$ cat src/rtl/fpwm_pkg.sv
package fpwm_pkg;
  typedef enum logic [1:0] {
    REG_LEAD = 2'd0,
    REG_MID  = 2'd1,
    REG_TAIL = 2'd2
  } slot_region_e;
endpackage

$ cat src/rtl/fpwm_slot_ctr.sv
module fpwm_slot_ctr #(
  parameter int NUM_SLOTS = 20,
  localparam int SLOT_W = $clog2(NUM_SLOTS)
) (
  input  logic              clk_i,
  input  logic              rst_ni,
  input  logic              tick_i,
  output logic [SLOT_W-1:0] slot_o,
  output logic              wrap_o,
  output logic              start_o
);
  localparam logic [SLOT_W-1:0] LAST = SLOT_W'(NUM_SLOTS - 1);

  logic [SLOT_W-1:0] slot_q;
  logic              start_q;

  assign wrap_o = tick_i && (slot_q == LAST);

  always_ff @(posedge clk_i or negedge rst_ni) begin
    if (!rst_ni) begin
      slot_q  <= '0;
      start_q <= 1'b0;
    end else begin
      start_q <= wrap_o;
      if (wrap_o)      slot_q <= '0;
      else if (tick_i) slot_q <= slot_q + 1'b1;
    end
  end

  assign slot_o  = slot_q;
  assign start_o = start_q;
endmodule

$ cat src/rtl/fpwm_duty_sampler.sv
module fpwm_duty_sampler #(
  parameter int DEMAND_W  = 10,
  parameter int MID_SLOTS = 16,
  localparam int CODE_BITS = $clog2(MID_SLOTS),
  localparam int CNT_W     = CODE_BITS + 1
) (
  input  logic                clk_i,
  input  logic                rst_ni,
  input  logic                load_i,
  input  logic [DEMAND_W-1:0] demand_i,
  output logic [CNT_W-1:0]    cnt_o
);
  logic [CODE_BITS-1:0] code;
  logic [CNT_W-1:0]     inc;
  logic [CNT_W-1:0]     target;
  logic [CNT_W-1:0]     cnt_q;

  assign code = demand_i[DEMAND_W-1 -: CODE_BITS];
  assign inc  = {1'b0, code} + 1'b1;

  always_comb begin
    if (demand_i == '0)                 target = '0;
    else if (inc > CNT_W'(MID_SLOTS))   target = CNT_W'(MID_SLOTS);
    else                                target = inc;
  end

  always_ff @(posedge clk_i or negedge rst_ni) begin
    if (!rst_ni)     cnt_q <= '0;
    else if (load_i) cnt_q <= target;
  end

  assign cnt_o = cnt_q;
endmodule

$ cat src/rtl/fpwm_shaper.sv
module fpwm_shaper
  import fpwm_pkg::*;
#(
  parameter int NUM_SLOTS  = 20,
  parameter int LEAD_SLOTS = 2,
  parameter int MID_SLOTS  = 16,
  localparam int SLOT_W = $clog2(NUM_SLOTS),
  localparam int CNT_W  = $clog2(MID_SLOTS) + 1,
  localparam int SUM_W  = (SLOT_W > CNT_W ? SLOT_W : CNT_W) + 1
) (
  input  logic              clk_i,
  input  logic              rst_ni,
  input  logic              force_i,
  input  logic [SLOT_W-1:0] slot_i,
  input  logic [CNT_W-1:0]  cnt_i,
  output logic              pwm_o
);
  slot_region_e region;
  logic [SUM_W-1:0] slot_x;
  logic [SUM_W-1:0] mid_end;
  logic             mid_high;
  logic             force_q;

  assign slot_x  = SUM_W'(slot_i);
  assign mid_end = SUM_W'(LEAD_SLOTS) + SUM_W'(cnt_i);

  always_comb begin
    if (slot_x < SUM_W'(LEAD_SLOTS))                  region = REG_LEAD;
    else if (slot_x < SUM_W'(LEAD_SLOTS + MID_SLOTS)) region = REG_MID;
    else                                               region = REG_TAIL;
  end

  assign mid_high = (slot_x < mid_end);

  always_ff @(posedge clk_i or negedge rst_ni) begin
    if (!rst_ni)      force_q <= 1'b0;
    else if (force_i) force_q <= 1'b1;
  end

  always_comb begin
    unique case (region)
      REG_LEAD: pwm_o = 1'b1;
      REG_MID:  pwm_o = mid_high;
      default:  pwm_o = 1'b0;
    endcase
    if (force_q) pwm_o = 1'b1;
  end
endmodule

$ cat src/rtl/framed_pwm.sv
module framed_pwm #(
  parameter int DEMAND_W   = 10,
  parameter int LEAD_SLOTS = 2,
  parameter int MID_SLOTS  = 16,
  parameter int TAIL_SLOTS = 2,
  localparam int NUM_SLOTS = LEAD_SLOTS + MID_SLOTS + TAIL_SLOTS,
  localparam int SLOT_W    = $clog2(NUM_SLOTS),
  localparam int CNT_W     = $clog2(MID_SLOTS) + 1
) (
  input  logic                clk_i,
  input  logic                rst_ni,
  input  logic                slot_tick_i,
  input  logic [DEMAND_W-1:0] demand_i,
  input  logic                force_i,
  output logic                pwm_o,
  output logic                period_start_o
);
  logic [SLOT_W-1:0] slot_q;
  logic [CNT_W-1:0]  mid_cnt_q;
  logic              wrap;

  fpwm_slot_ctr #(.NUM_SLOTS(NUM_SLOTS)) u_ctr (
    .clk_i   (clk_i),
    .rst_ni  (rst_ni),
    .tick_i  (slot_tick_i),
    .slot_o  (slot_q),
    .wrap_o  (wrap),
    .start_o (period_start_o)
  );

  fpwm_duty_sampler #(.DEMAND_W(DEMAND_W), .MID_SLOTS(MID_SLOTS)) u_duty (
    .clk_i    (clk_i),
    .rst_ni   (rst_ni),
    .load_i   (wrap),
    .demand_i (demand_i),
    .cnt_o    (mid_cnt_q)
  );

  fpwm_shaper #(
    .NUM_SLOTS (NUM_SLOTS),
    .LEAD_SLOTS(LEAD_SLOTS),
    .MID_SLOTS (MID_SLOTS)
  ) u_shape (
    .clk_i   (clk_i),
    .rst_ni  (rst_ni),
    .force_i (force_i),
    .slot_i  (slot_q),
    .cnt_i   (mid_cnt_q),
    .pwm_o   (pwm_o)
  );
endmodule

$ cat config.mk
export PLATFORM = sky130hd
export DESIGN_NAME = framed_pwm
export DESIGN_NICKNAME = d
export VERILOG_FILES = /design/src/rtl/fpwm_pkg.sv /design/src/rtl/fpwm_slot_ctr.sv /design/src/rtl/fpwm_duty_sampler.sv /design/src/rtl/fpwm_shaper.sv /design/src/rtl/framed_pwm.sv
export SDC_FILE = /design/constraint.sdc
export NUM_CORES = 1
export LEC_CHECK = 0
export BUFFER_PORTS_ARGS = -buffer_cell sky130_fd_sc_hd__buf_2
export CORE_MARGIN = 1.5
export CORE_UTILIZATION = 35
export CTS_BUF_LIST = sky130_fd_sc_hd__clkbuf_2
export CTS_CLUSTER_SIZE = 40
export DETAILED_ROUTE_END_ITERATION = 16
export PLACE_DENSITY_LB_ADDON = 0.15
export SLEW_MARGIN = 30
export SYNTH_ARGS = -nofsm -noshare
export SYNTH_HDL_FRONTEND = slang
export SYNTH_SLANG_ARGS = --single-unit
$ cat constraint.sdc
create_clock -name clk_i -period 2.8 [get_ports clk_i]
set_input_delay 0.14 -clock clk_i [delete_from_list [all_inputs] [get_ports clk_i]]
set_output_delay 0.14 -clock clk_i [all_outputs]
set_load 0.03 [all_outputs]
==> results.py, run 1 <==
metrics = {
    "placed_design": {
        "dp_slack_ps": 932,
        "io_buffers": 15,
        "place.detailed.hpwl_um": 1060,
        "routabilityCongestion": 0.784,
    },
    "detailed_routing": {
        "wl_per_cell_um": 11.2,
        "wl_um": 1340,
        "drc": 0,
        "via_per_inst": 4.94,
        "dr_total_vias": 593,
        "ant_nets": 0,
        "first_pass_iters": 4,
        "drt_iter0_markers": 14,
    },
    "job": {
        "cap_violations": 0,
    },
    "clock_tree": {
        "cts-buffers-inserted": 3,
        "cts_buffer_depth": 2,
        "root_buffer": "clkbuf_2",
        "cts_sinks": 12,
        "cts_tree": "yes",
        "cts_setup_buffers": 0,
        "clk_latency_ps": 280,
        "clkTransAtPathRegs_ps": 130,
        "cts_max_level": 1,
    },
    "yosys": {
        "ys_ff_latch": 12,
        "synth_fp_nets": 96,
        "syn_area_per_cell_um2": 10.0,
        "yosysSeqAreaShare_pct": 40.5,
        "syn_area_um2": 741,
        "synth_cell_types": 27,
        "netlist_instances": 74,
        "ys_warn_count": 0,
    },
    "timing": {
        "worstMarginPinSlew_ps": 274,
        "setup_viol": 0,
        "max_freq_mhz": 459,
        "drv_slew": 0,
        "fin_ws_ps": 623,
        "hold_viol_final": 0,
        "clock_skew_ps": 14.1,
        "min_period_over_period_pct": 77.7,
        "max_slew_margin_pct": 81.7,
        "rsz0062_at_grt": "false",
        "fin_crit_ps": 2180,
        "finalSetupTns_ps": 0,
    },
    "status": {
        "status": "completed",
    },
    "die": {
        "coreArea_um2": 1980,
        "die-area_um2": 2400,
        "chipHeight_um": 49.0,
        "io-pin-count": 16,
        "initial_utilization_pct": 37.4,
        "std_cell_rows": 16,
        "die_x_um": 49.0,
    },
    "pwr": {
        "p_comb_share_pct": 39.8,
        "power_density_nw_per_um2": 798,
        "p_sw_w": 0.000276,
        "p_leak_nw": 0.409,
        "swShare_pct": 39.8,
        "power.internal_w": 0.000416,
        "power_frac_seq_pct": 47.1,
        "p_clk_share_pct": 13.1,
        "ir_drop_mv": 0.330,
    },
    "worst_setup_path": {
        "r2r_slack_ps": 1000,
        "cp-end-kind": "output pin",
        "cpLargestDelayFamily": "adder cells",
        "crit_start": "u_duty.cnt_o[1]",
        "worst_path_max_delay_cell": "dfrtp_1",
        "ff2ff_path_depth": 6,
        "r2r_start": "u_ctr.slot_o[1]",
        "crit_buf_inv": 1,
        "crit_required_ps": 2660,
        "path_cells": "ha_1 > xnor2_1 > ha_1 > a21o_1 > a21oi_1 > o21ai_1 > a21oi_1 > buf_2",
        "arrival_ps": 2040,
        "start_kind": "register",
        "r2r-end": "u_ctr.slot_o[0]",
        "worst-setup-path-type": "register to output pin",
        "path_max_fanout": 4,
        "max_stage_delay_ps": 430,
    },
    "finish": {
        "ff_latch_area_um2": 300,
        "syn2layout_area_growth_pct": 17.1,
        "nNetsFinal": 116,
        "drive_above_1_share_pct": 25.8,
        "multi_input_area_um2": 413,
        "antenna_cells": 0,
        "fillCellCount": 199,
    },
    "global_routing": {
        "grt_pass1_wl_um": 2510,
        "grt_max_degree": 13,
        "antenna_found_initial": 0,
        "grt_overflow": 0,
        "track_usage_pct": 13.9,
        "first_global_vias": 603,
    },
    "min_path": {
        "holdPathStages": 2,
        "min_from": "force_i",
        "min_to": "u_shape.force_q",
        "hold_class": "input port to register",
    },
}
## final cells by class
| cell class | count | area share [%] |
|---|---|---|
| clock buffers | 3 | 1.73 |
| clock inverters | 1 | 0.433 |
| inverters | 4 | 1.88 |
| multi-input cells | 57 | 47.6 |
| flip-flops and latches | 12 | 34.6 |
| well taps | 27 | 3.90 |
| repair buffers | 16 | 9.81 |
## per-stage QoR
stage	instances	area (um2)	total power, W	utilization (%)	hold slack [ps]
2_1_floorplan	74	741	0.000532	-	-156
3_3_place_gp	115	838	0.000600	42.3	34.2
3_5_place_dp	115	838	0.000609	42.3	30.3
4_1_cts	120	867	0.000702	43.8	38.2
5_1_grt	120	867	0.000768	43.8	37.5
6_report	120	867	0.000692	43.8	39.1
## Yosys cell counts
cell type,count,area share (%)
a21o_1,2,2.0
a21oi_1,3,2.0
a311oi_1,1,1.2
and4b_1,1,1.4
buf_6,1,1.5
clkinv_2,1,0.68
dfrtp_1,12,41
ha_1,8,14
inv_1,3,1.5
mux2_2,2,3.0
nand2_1,7,3.5
nand2_2,1,0.85
nand2b_1,2,1.7
nand3_1,4,2.7
nand4_1,1,0.85
nor2_1,1,0.51
nor2b_1,2,1.7
nor3_1,3,2.0
nor3b_1,2,2.0
nor4_1,2,1.7
o21ai_0,2,1.4
o21ai_1,3,2.0
o31ai_1,3,3.0
or2_2,1,0.85
or4b_4,1,1.9
xnor2_1,3,3.5
xor2_1,2,2.4
## state kept, by name, indices dropped and copies added (netlist names)
| name | cells |
|---|---|
| u_shape.force_q | 1 |
| u_duty.cnt_o | 5 |
| u_ctr.slot_o | 5 |
| u_ctr.start_o | 1 |
## power groups by stage
stage | Combinational, W | Sequential, W | Clock [W]
after floorplan | 0.000223 | 0.000309 | 0
after global placement | 0.000270 | 0.000330 | 0
after detailed placement | 0.000278 | 0.000331 | 0
after CTS | 0.000282 | 0.000327 | 0.0000933
after global routing | 0.000326 | 0.000342 | 0.0000993
final | 0.000275 | 0.000326 | 0.0000907
## kinds of logic after synthesis
group / share of synthesized area [%]
AO/OA/AOI/OAI: 11.7
XOR/XNOR: 5.91
adder cells (fa/ha/maj): 13.5
buffers and inverters: 3.72
flip-flops: 40.5
multiplexers: 3.04
AND/OR/NAND/NOR: 21.6
## worst max path at each step
stage                 end  slack (ps)  depth (start not counted)
detailed placement  pwm_o         930                          8
floorplan           pwm_o         820                          7
CTS                 pwm_o         610                          8
global route        pwm_o         510                          8
global placement    pwm_o         970                          8
finish              pwm_o         620                          8
## repair_timing
item,in CTS,in global routing
endpoints found under the hold margin,12,0
hold buffers,1,0
resized for setup,0,0
## worst reg2reg max path: stages, from the launching register on
cell and delay [ps]:
dfrtp_1 460, ha_1 200, nand2_2 80, or4b_4 570, clkinv_2 90, nor2_1 40
mux2_2 250
## layout by cell type, fill, tap and decap left out, types with 2 or more instances in the layout
cell	Yosys	final
clkbuf_2	0	3
dfrtp_1	12	12
nand3_1	4	4
o21ai_1	3	3
nor3_1	3	3
a21oi_1	3	3
buf_2	0	15
inv_1	3	3
o21ai_0	2	2
nand2b_1	2	2
nor3b_1	2	2
xnor2_1	3	3
nor2b_1	2	2
ha_1	8	8
xor2_1	2	2
a21o_1	2	2
o31ai_1	3	3
mux2_2	2	2
nor4_1	2	2
nand2_1	7	7
## routing by layer
| layer | global-route usage [%] | up-vias | routed length, um |
|---|---|---|---|
| met5 | 0 | - | 0 |
| li1 | - | 304 | - |
| met1 | 17.2 | 272 | 622 |
| met2 | 21.5 | 14 | 652 |
| met4 | 11.0 | 0 | 27 |
| met3 | 2.15 | 3 | 40 |
No activity file was read; power rests on OpenSTA's default activity.
==> inputs of run 2 (changes only) <==
- clock period: 2.8 -> 2.06 ns (I/O delays scaled with it)
==> results.py, run 2 (synthesis results as in run 1) <==
metrics = {
    "placed_design": {
        "dpl_cell_area_um2": 838,
        "dpl.cell_count": 115,
        "place.detailed.hpwl_um": 1030,
        "routabilityCongestion": 0.775,
        "io_buffers": 15,
    },
    "clock_tree": {
        "clkTransAtPathRegs_ps": 120,
        "cts_max_level": 1,
        "cts_tree": "yes",
        "cts_buffer_depth": 2,
        "cts-buffers-inserted": 3,
        "cts_sinks": 12,
        "clk_latency_ps": 260,
        "root_buffer": "clkbuf_2",
    },
    "pwr": {
        "power_density_nw_per_um2": 1090,
        "p_leak_nw": 0.418,
        "ir_drop_mv": 0.403,
        "power_w": 0.000963,
    },
    "die": {
        "std_cell_rows": 16,
        "chipHeight_um": 49.0,
        "die_x_um": 49.0,
        "coreArea_um2": 1980,
        "io-pin-count": 16,
        "initial_utilization_pct": 37.4,
        "die-area_um2": 2400,
    },
    "detailed_routing": {
        "ant_nets": 0,
        "wl_um": 1350,
        "drc": 0,
        "via_per_inst": 4.93,
        "drt_iter0_markers": 1,
        "dr_total_vias": 601,
        "wl_per_cell_um": 11.1,
        "first_pass_iters": 2,
    },
    "timing": {
        "rsz0062_at_grt": "true",
        "setup_viol": 0,
        "hold_viol_final": 0,
        "max_slew_margin_pct": 81.6,
        "max_freq_mhz": 492,
        "min_period_over_period_pct": 98.7,
        "fin_crit_ps": 2030,
        "drv_slew": 0,
        "finalSetupTns_ps": 0,
        "worstMarginPinSlew_ps": 275,
        "clock_skew_ps": 1.79,
    },
    "global_routing": {
        "grt_pass1_wl_um": 2500,
        "first_global_vias": 576,
        "antenna_found_initial": 0,
        "grt_overflow": 0,
        "track_usage_pct": 13.9,
        "grt_max_degree": 13,
    },
    "status": {
        "status": "completed",
    },
    "finish": {
        "final_common_cell": "buf_2",
        "design_area_um2": 887,
        "syn2layout_area_growth_pct": 19.8,
        "drive_above_1_share_pct": 28.4,
        "fillCellCount": 201,
        "antenna_cells": 0,
        "ff_latch_area_um2": 300,
        "stdcell_count": 122,
        "mostFrequentLayoutCells": "buf_2, dfrtp_1, nand2_1, ha_1, nand3_1",
        "fin_util_pct": 44.8,
        "multi_input_area_um2": 415,
        "nNetsFinal": 118,
    },
    "job": {
        "cap_violations": 0,
    },
    "worst_setup_path": {
        "crit_required_ps": 1960,
        "crit_top_cell": "a21oi_1",
        "path_max_fanout": 2,
        "max_stage_delay_ps": 410,
        "arrival_ps": 1930,
        "start_kind": "register",
        "worst_path_max_delay_cell": "dfrtp_1",
        "worst-setup-path-type": "register to output pin",
        "cp-end-kind": "output pin",
        "path_cells": "ha_2 > xnor2_1 > ha_1 > a21o_1 > a21oi_1 > o21ai_1 > a21oi_1 > buf_4",
    },
    "min_path": {
        "hold_class": "input port to register",
    },
}
run 2: power by group:
group	total [W]	switching (W)	internal, W
registers	0.000441	0.000120	0.000321
logic	0.000400	0.000180	0.000219
clock network	0.000123	0.0000806	0.0000422
total	0.000963	0.000381	0.000582
run 2: final timing paths:
kind / start / to / slack, ps / depth (start not counted)
min reg2reg: u_duty.cnt_o[0] / u_duty.cnt_o[0] / 500 / 2
max reg2reg: u_ctr.slot_o[1] / u_ctr.slot_o[0] / 250 / 6
min in group asynchronous: rst_ni / u_ctr.slot_o[2] / 230 / 2
min: force_i / u_shape.force_q / 20 / 2
max: u_duty.cnt_o[1] / pwm_o / 30 / 8
max in group asynchronous: rst_ni / u_duty.cnt_o[4] / 1620 / 2
run 2: worst max-delay path, delay by kind of cell, from the launching register on:
kind | cells | cell delay [ps]
compound gates | 4 | 470
xor+xnor | 1 | 120
fa+ha+maj | 2 | 490
buf+inv | 1 | 170
flops | 1 | 410
run 2: layer usage:
metal / share of wire (%) / track usage, %
met5: 0 / 0
met4: 1.6 / 10.0
met3: 3.1 / 1.84
met2: 47 / 22.4
met1: 48 / 16.9
run 2: what timing repair did:
item / 4_1_cts / 5_1_grt
gates resized for setup: 2 / 0
endpoints found under the hold margin: 12 / 0
hold buffers: 1 / 0
setup endpoints to repair: 1 / 1
buffers inserted: 2 / 0
run 2: layout make-up:
cell class | count | area share [%]
clock buffers | 3 | 1.69
inverters | 4 | 1.83
well taps | 27 | 3.81
flip-flops and latches | 12 | 33.9
repair buffers | 18 | 11.6
multi-input cells | 57 | 46.8
clock inverters | 1 | 0.423
run 2: metrics by stage:
stage | hold slack [ps] | setup WS [ps]
after floorplan | -193 | 119
after global placement | -2.28 | 267
after detailed placement | -2.01 | 231
after CTS | 0.101 | 13.0
after global routing | 0.354 | -87.9
final | 18.2 | 26.8
